==> src/rtl/irq_status_pkg.sv <==
package irq_status_pkg;

  // Strobes passed from address decode to the register datapath
  typedef struct packed {
    logic wrFlags;
    logic wrEnables;
    logic selFlags;
    logic selEnables;
  } regStrobes_t;

endpackage

==> src/rtl/irqStatusCtrl.sv <==
module irqStatusCtrl
  import irq_status_pkg::*;
#(
  parameter int ADDR_W      = 4,
  parameter int FLAGS_ADDR  = 0,
  parameter int ENABLE_ADDR = 1
) (
  input  logic              clk,
  input  logic              rst,
  input  logic [ADDR_W-1:0] busAddr,
  input  logic              busWrEn,
  output regStrobes_t       strobes
);

  logic hitFlags;
  logic hitEnables;

  assign hitFlags   = (busAddr == ADDR_W'(FLAGS_ADDR));
  assign hitEnables = (busAddr == ADDR_W'(ENABLE_ADDR));

  always_comb begin
    strobes            = '0;
    strobes.selFlags   = hitFlags;
    strobes.selEnables = hitEnables;
    strobes.wrFlags    = hitFlags & busWrEn;
    strobes.wrEnables  = hitEnables & busWrEn;
  end

  // A single bus access never reaches both registers
  AST_ONE_TARGET: assert property (@(posedge clk) disable iff (rst)
    $onehot0({strobes.wrFlags, strobes.wrEnables}));

  // Without an address hit, no write strobe fires
  AST_UNMAPPED_NO_WRITE: assert property (@(posedge clk) disable iff (rst)
    (!strobes.selFlags && !strobes.selEnables) |-> !(strobes.wrFlags || strobes.wrEnables));

endmodule

==> src/rtl/irqStatusDatapath.sv <==
module irqStatusDatapath
  import irq_status_pkg::*;
#(
  parameter int DATA_W = 16
) (
  input  logic              clk,
  input  logic              rst,
  input  regStrobes_t       strobes,
  input  logic [DATA_W-1:0] busWrData,
  input  logic [DATA_W-1:0] eventPulse,
  output logic [DATA_W-1:0] busRdData,
  output logic              irqOut
);

  logic [DATA_W-1:0] flagsQ;
  logic [DATA_W-1:0] flagsNext;
  logic [DATA_W-1:0] enablesQ;
  logic [DATA_W-1:0] keepMask;

  // A written 0 drops a flag; new events are OR-ed in last, so a set wins
  assign keepMask  = strobes.wrFlags ? busWrData : '1;
  assign flagsNext = (flagsQ & keepMask) | eventPulse;

  always_ff @(posedge clk) begin
    if (rst) begin
      flagsQ   <= '0;
      enablesQ <= '0;
    end else begin
      flagsQ <= flagsNext;
      if (strobes.wrEnables) begin
        enablesQ <= busWrData;
      end
    end
  end

  always_comb begin
    busRdData = '0;
    if (strobes.selFlags) begin
      busRdData = flagsQ;
    end else if (strobes.selEnables) begin
      busRdData = enablesQ;
    end
  end

  assign irqOut = |(flagsQ & enablesQ);

  // Every pulsed event is present one edge later
  AST_EVENT_KEPT: assert property (@(posedge clk) disable iff (rst)
    (|eventPulse) |=> ((flagsQ & $past(eventPulse)) == $past(eventPulse)));

  // With no flag write, no flag ever falls
  AST_NO_SILENT_CLEAR: assert property (@(posedge clk) disable iff (rst)
    !strobes.wrFlags |=> ((flagsQ & $past(flagsQ)) == $past(flagsQ)));

  // A flag write cannot raise a flag on its own
  AST_WRITE_NEVER_SETS: assert property (@(posedge clk) disable iff (rst)
    strobes.wrFlags |=> ((flagsQ & ~$past(flagsQ) & ~$past(eventPulse)) == '0));

  // A written 0 without a same-bit event ends cleared
  AST_ZERO_CLEARS: assert property (@(posedge clk) disable iff (rst)
    strobes.wrFlags |=> ((flagsQ & ~$past(busWrData) & ~$past(eventPulse)) == '0));

  // The request needs at least one set flag
  AST_IRQ_NEEDS_FLAG: assert property (@(posedge clk) disable iff (rst)
    irqOut |-> (flagsQ != '0));

endmodule

==> src/rtl/irqStatusReg.sv <==
module irqStatusReg
  import irq_status_pkg::*;
#(
  parameter int DATA_W      = 16,
  parameter int ADDR_W      = 4,
  parameter int FLAGS_ADDR  = 0,
  parameter int ENABLE_ADDR = 1
) (
  input  logic              clk,
  input  logic              rst,
  input  logic [ADDR_W-1:0] busAddr,
  input  logic              busWrEn,
  input  logic [DATA_W-1:0] busWrData,
  output logic [DATA_W-1:0] busRdData,
  input  logic [DATA_W-1:0] eventPulse,
  output logic              irqOut
);

  regStrobes_t strobes;

  irqStatusCtrl #(
    .ADDR_W      (ADDR_W),
    .FLAGS_ADDR  (FLAGS_ADDR),
    .ENABLE_ADDR (ENABLE_ADDR)
  ) ctrl (
    .clk     (clk),
    .rst     (rst),
    .busAddr (busAddr),
    .busWrEn (busWrEn),
    .strobes (strobes)
  );

  irqStatusDatapath #(
    .DATA_W (DATA_W)
  ) dp (
    .clk        (clk),
    .rst        (rst),
    .strobes    (strobes),
    .busWrData  (busWrData),
    .eventPulse (eventPulse),
    .busRdData  (busRdData),
    .irqOut     (irqOut)
  );

endmodule

==> config.mk <==
export PLATFORM = sky130hd
export DESIGN_NAME = irqStatusReg
export DESIGN_NICKNAME = d
export VERILOG_FILES = /design/src/rtl/irq_status_pkg.sv /design/src/rtl/irqStatusCtrl.sv /design/src/rtl/irqStatusDatapath.sv /design/src/rtl/irqStatusReg.sv
export SDC_FILE = /design/constraint.sdc
export NUM_CORES = 1
export LEC_CHECK = 0
export BUFFER_PORTS_ARGS = -buffer_cell sky130_fd_sc_hd__buf_2
export CAP_MARGIN = 20
export CORE_MARGIN = 2
export CORE_UTILIZATION = 49
export DETAILED_ROUTE_END_ITERATION = 10
export PLACE_DENSITY = 0.81
export SLEW_MARGIN = 20
export SYNTH_ARGS = -nofsm -noshare
export SYNTH_HDL_FRONTEND = slang
export SYNTH_SLANG_ARGS = --single-unit
==> constraint.sdc <==
create_clock -name clk -period 1.2 [get_ports clk]
set_input_delay 0.06 -clock clk [delete_from_list [all_inputs] [get_ports clk]]
set_output_delay 0.06 -clock clk [all_outputs]
set_load 0.02 [all_outputs]
# Word level (Yosys, flattened, before mapping)
# Index checks and enable logic that the tools add are counted.
# totals
register_bits,32
output_inout_bits,17
# classes
eq_ne,1
mux,3
n_bitwise,5
n_reduce_logical,2
# ops
op,count
two-way mux 16 bit,3
bitwise AND 16 bit,2
bitwise OR 16 bit,1
OR reduction 16 bit,1
equality test 4 x 1 -> 1 bit (second input constant),1
zero test 4 bit,1
bitwise AND 1 bit,2

# Longest topological paths before layout
# Gate-level depths: netlist (run 1).
# logic_depth
depth_word,5
mapped_depth,4
mapped_depth_nobuf,3

# Cells and area by module
# From an unflattened synthesis (run 1), not the netlist that was laid out.
# unflattened
cells_unflattened,188
area_unflattened_um2,1515.2
# by_module_without_submodules
module,n_inst,cells_each,area_each_um2,seq_area_each_um2
irqStatusDatapath,1,180,1448.9,640.6
irqStatusCtrl,1,8,66.3,0.0

# Worst setup path after synthesis (run 1)
# Ideal clock, no wire load.
# synth_timing
path_type,register to output
start,register dp.flagsQ[12]
end,output irqOut
arrival_time_ps,976
path_slack_ps,164
path_stages_with_launch,4
n_path_buf,0
path_cell_list,dfxtp_1 a22o_1 a221oi_1 nand4_1
# synth_via
elab_chain_len,2
# synth_lines
item,line_no,rtl
start: declaration,irqStatusDatapath.sv:15,logic [DATA_W-1:0] flagsQ;
start signal: assignment,irqStatusDatapath.sv:29,flagsQ <= flagsNext;
bitwise AND 16 bit,irqStatusDatapath.sv:45,assign irqOut = |(flagsQ & enablesQ);
OR reduction 16 bit,irqStatusDatapath.sv:45,
end: declaration,irqStatusReg.sv:16,output logic irqOut
# No other way between the ends.

# Worst setup path in the final report (run 1)
# Ends and elaborated chain as after synthesis.

==> results of run 1 <==
## path summary, 6_finish.rpt
check | to | slack (ns) | depth (start not counted)
setup / recovery | irqOut | -0.32 | 4
setup reg to reg | dp.flagsQ[9]$_SDFF_PP0_ | 0.48 | 3
hold / removal | dp.enablesQ[15]$_SDFFE_PP0P_ | 0.009 | 3
hold reg to reg | dp.enablesQ[1]$_SDFFE_PP0P_ | 0.49 | 2
## final cells by class
cell class | instances | area [sq um]
Multi-Input combinational cell | 124 | 947
Timing Repair Buffer | 104 | 807
Sequential cell | 32 | 649
Fill cell | 202 | 568
Tap cell | 44 | 55.1
Clock buffer | 6 | 41.3
Clock inverter | 2 | 35.0
## cells in the final DEF (no fill, tap or decap), drive strengths merged
cell type and n:
nor4b 1, dlygate4sd3 25, nor4bb 3, nor2 16, buf 79, and2 1
o21ai 16, dfxtp 32, a22o 20, nand4 1, nand4b 16, clkbuf 6
nor4 1, and4bb 13, bufinv 1, a221oi 4, clkinv 1, nand2b 16
nor3 16
## sequential cells by signal (all words and copies together) (netlist names)
name	count
dp.enablesQ	16
dp.flagsQ	16
## per-stage QoR
stage               setup slack [ns]  utilization  hold WS [ns]
floorplan                      0.164            -         0.221
global placement             -0.0163        0.650         0.326
detailed placement           -0.0606        0.650         0.335
CTS                           -0.271        0.789      0.000516
global route                  -0.404        0.817       0.00179
finish                        -0.322        0.817       0.00914
## repair_timing
item	in CTS	in global routing
setup endpoints to repair	15	16
setup buffers	3	7
gates resized for setup	26	10
pin swaps	1	4
hold buffers	25	0
endpoints found under the hold margin	25	0
cloned	0	2
## critical path, stage by stage, from the launching register on
cell and delay (ns):
dfxtp_2 0.34, a22o_1 0.26, a221oi_2 0.21, nand4_1 0.16, buf_6 0.16
## where the power goes
part / switching [mW] / internal (mW)
registers: 0.0416 / 1.11
clock network: 0.383 / 0.437
logic: 0.167 / 0.223
## metal layers
layer  part of all wire  track usage
met1               0.44        0.327
met2               0.49        0.471
met3              0.055       0.0663
met4              0.013       0.0517
met5                  0            0
## cells by family (layout without fill, tap and decap cells)
family          count (synthesis)  after routing  synth area share
simple gates                   84             84             0.386
compound gates                 40             40             0.178
flops                          32             32             0.392
buf+inv                        15            112            0.0444
==> results by group, run 1 <==
Outcome
  • Status: finished, violations left
  • Failing checks: setup timing

STA
  • Final Slew Violations: 0
  • Worst Max-Slew Pin Slew: 0.324 ns
  • Setup-failing EPs final: 3
  • Fmax: 0.657 GHz
  • Final Critical Period: 1.52 ns
  • RSZ-0062 raised after global routing: yes
  • Setup slack after layout: -0.322 ns
  • Final Hold Viols: 0
  • Setup_tns: -0.335 ns
  • Skew final: 0 ns
  • Fin crit share: 1.27
  • Slew HR: 0.784

Synthesis
  • Most frequent cell after synthesis: dfxtp_1
  • EDFF count, synth: 0
  • Syn_area_per_cell: 9.56 sq um
  • Most used DFF post-synth: dfxtp_1
  • Synth unique cells: 20
  • Post-synth top area cell: dfxtp_1
  • Largest cells by area after synthesis: dfxtp_1 39%, a22o_1 11%, and4bb_2 9.2%
  • Area share of the largest cell type after synthesis: 0.392
  • Most frequent cells after synthesis: 32 x dfxtp_1, 20 x a22o_1
  • Synth Register Bits: 32
  • Synth warnings: 0
  • Mapped Nets: 210
  • Post-Syn Area: 1640 sq um
  • Sequential fraction of the synthesis area: 0.392
  • Post-Synthesis Cells: 171
  • Asr flop ratio synth: 0

Floorplanning
  • I/O pins: 56
  • # rows: 20
  • Starting Density: 0.527
  • Die area: 3820 sq um
  • Chip Width: 61.8 um
  • Die Height: 61.8 um
  • Placeable Area: 3100 sq um

Routing
  • Routed len/inst: 16.3 um
  • DRC: 0
  • Drt total wl: 5070 um
  • Via density: 5.71
  • Initial DRC Count: 90
  • ANT nets after route: 0
  • TritonRoute pass-1 iters: 4
  • DR vias: 1,783

Clocking
  • Clock Tree Buf Depth: 2
  • Clk slew on worst S/H paths: 0.10 ns
  • Root buffer cell: clkbuf_4
  • Clk_lat worst skew: 0.33 ns
  • TritonCTS sink count: 32
  • Htree depth: 2
  • CTS Buf Count: 5
  • CTS tree: done

Critical path
  • CP startpoint kind: flip-flop
  • Crit path DAT: 1.46 ns
  • Worst r2r src: dp.flagsQ[9]$_SDFF_PP0_
  • Max FO, Critical Path: 3
  • Crit path from: dp.flagsQ[12]$_SDFF_PP0_
  • Setup Crit Path Kind: reg -> out
  • Critical path endpoint category: output port
  • Data required time at the worst endpoint: 1.14 ns

Worst hold path
  • Worst min-delay path startpoint: busWrData[15]
  • Worst Hold Class: in -> reg

Final layout
  • N_diodes: 0
  • Final non-filler cell total: 312
  • Final Instance Area: 2530 sq um
  • Fin nets: 306
  • Synthesis-to-layout area growth: 55.0%
  • Layout cell share with drive strength beyond 1: 0.418

Placed design
  • Post-Place Cell Area: 2020 sq um
  • HPWL Detailed: 2750 um
  • Final GP Congestion: 0.750
  • Placed Instances: 268
  • # port buffers: 55

Global route
  • Antenna violations before repair: 0
  • Vias in the first global route: 1,626
  • First-pass GRT wire length: 7390 um
  • Pin count of the biggest net entering global routing: 49
  • Congestion Overflow GR: 0
  • Total track usage: 0.265

Run
  • Total of max-cap violations: 0

Power and ir drop
  • Worst vdd rail ir drop: 0.000786 V
  • Pleak: 1.08 nW
  • Total power: 2.36 mW
  • PwrDens: 931 nW/um^2
Note: power is estimated with default switching activity, not from simulation.
==> inputs of run 2 (changes only) <==
Settings changed: BUFFER_PORTS_ARGS -buffer_cell sky130_fd_sc_hd__buf_2 to -buffer_cell sky130_fd_sc_hd__buf_4, REMOVE_ABC_BUFFERS set to 1.
==> run 2 against run 1 <==
The flow still finishes with violations (setup timing). First-iteration DRC count is 88% higher. Worst hold slack improved by 0.00063 ns. Sequential share of layout area shrank 1.0 points. Die area unchanged. Clock-buffer cell count grew 1. Critical path type unchanged.
==> results by group, run 2 (synthesis gave the netlist of run 1 again) <==
Outcome
  • Status: finished, violations left
  • Failing checks: setup timing

Routing
  • DR vias: 1,854
  • TritonRoute pass-1 iters: 4
  • Initial DRC Count: 169
  • Via density: 5.90
  • ANT nets after route: 0
  • Drt total wl: 5460 um
  • DRC: 0
  • Routed len/inst: 17.4 um

Critical path
  • CP startpoint kind: flip-flop
  • Slowest cell on crit path: dfxtp_2
  • Max FO, Critical Path: 2
  • Setup Crit Path Kind: reg -> out
  • Crit-path cells: a22o_1 > a221oi_2 > nand4_1 > buf_4
  • Critical path's largest stage delay: 0.34 ns
  • Data required time at the worst endpoint: 1.14 ns
  • Crit path DAT: 1.48 ns
  • Critical path endpoint category: output port

Run
  • Total of max-cap violations: 0

STA
  • Hold Slack: 0.00977 ns
  • Worst Max-Slew Pin Slew: 0.389 ns
  • Final Hold Viols: 0
  • Fmax: 0.648 GHz
  • RSZ-0062 raised after global routing: yes
  • Setup_tns: -0.381 ns
  • Fin crit share: 1.29
  • Final Critical Period: 1.54 ns
  • Skew final: 0 ns
  • Slew HR: 0.740
  • Final Slew Violations: 0
  • Setup slack after layout: -0.343 ns
  • Setup-failing EPs final: 4

Final layout
  • Top flop regs: dp.enablesQ x16, dp.flagsQ x16
  • FILL cells: 188
  • Final Instance Area: 2660 sq um
  • Area occupied by multi-input gates: 947 sq um
  • Register area: 653 sq um
  • Layout cell share with drive strength beyond 1: 0.426
  • N_diodes: 0
  • Synthesis-to-layout area growth: 62.4%
  • Commonest cells after routing, fill and taps aside: 63 x buf_4, 28 x dlygate4sd3_1, 22 x dfxtp_1
  • Fin nets: 309
  • Finished Core Util: 0.856
  • Final non-filler cell total: 314
  • Commonest non-fill, non-tap cell in the layout: buf_4

Floorplanning
  • Starting Density: 0.527
  • Die Height: 61.8 um
  • Chip Width: 61.8 um
  • # rows: 20
  • I/O pins: 56
  • Die area: 3820 sq um
  • Placeable Area: 3100 sq um

Clocking
  • Htree depth: 2
  • CTS Buf Count: 5
  • Root buffer cell: clkbuf_4
  • Clk_lat worst skew: 0.34 ns
  • TritonCTS sink count: 32
  • Clock Tree Buf Depth: 2
  • Clk slew on worst S/H paths: 0.10 ns
  • CTS tree: done

Placed design
  • # port buffers: 55
  • Final GP Congestion: 0.772
  • Post-Place Cell Area: 2140 sq um
  • Placed Instances: 268
  • Pre-CTS setup slack: -0.0416 ns
  • HPWL Detailed: 2870 um

Power and ir drop
  • PwrDens: 865 nW/um^2
  • Pleak: 1.12 nW
  • Total power: 2.30 mW
  • Worst vdd rail ir drop: 0.000759 V

Global route
  • Vias in the first global route: 1,709
  • Antenna violations before repair: 0
  • First-pass GRT wire length: 7750 um
  • Total track usage: 0.279
  • Pin count of the biggest net entering global routing: 49
  • Congestion Overflow GR: 0

Worst hold path
  • Worst Hold Class: in -> reg
run 2: final timing paths:
path	endpoint	slack, ns	startpoint	cells past startpoint
setup / recovery	irqOut	-0.34	dp.flagsQ[12]$_SDFF_PP0_	4
hold / removal	dp.enablesQ[6]$_SDFFE_PP0P_	0.01	busWrData[6]	3
setup reg to reg	dp.enablesQ[0]$_SDFFE_PP0P_	0.38	dp.enablesQ[0]$_SDFFE_PP0P_	4
hold reg to reg	dp.enablesQ[4]$_SDFFE_PP0P_	0.50	dp.enablesQ[4]$_SDFFE_PP0P_	2
run 2: metal layers:
layer | vias up | GRT usage | routed length (um)
li1 | 851 | - | -
met1 | 886 | 0.336 | 2170
met4 | 0 | 0.103 | 183
met3 | 22 | 0.0994 | 400
met2 | 95 | 0.460 | 2710
met5 | - | 0 | 0
run 2: worst max-delay path, delay by kind of cell (launching register included):
| kind | cells | cell delay [ns] |
|---|---|---|
| buf+inv | 1 | 0.18 |
| simple gates | 1 | 0.13 |
| flops | 1 | 0.34 |
| compound gates | 2 | 0.49 |
run 2: power by group:
part	leakage (nW)	internal (mW)	total [mW]	switching, mW
clock network	0.0374	0.332	0.714	0.383
logic	0.813	0.256	0.431	0.175
registers	0.267	1.11	1.15	0.0411
run 2: timing repair:
item,CTS,global route
endpoints found under the hold margin,27,1
pin swaps,4,6
endpoints found under the setup margin,5,15
gates cloned,0,1
resized for setup,15,13
buffers inserted,2,11
hold buffers,27,1
run 2: cell type report:
class | count | share of cell area
Multi-Input combinational cell | 124 | 0.357
Clock buffer | 7 | 0.0245
Timing Repair Buffer | 107 | 0.352
Tap cell | 44 | 0.0207
Sequential cell | 32 | 0.246
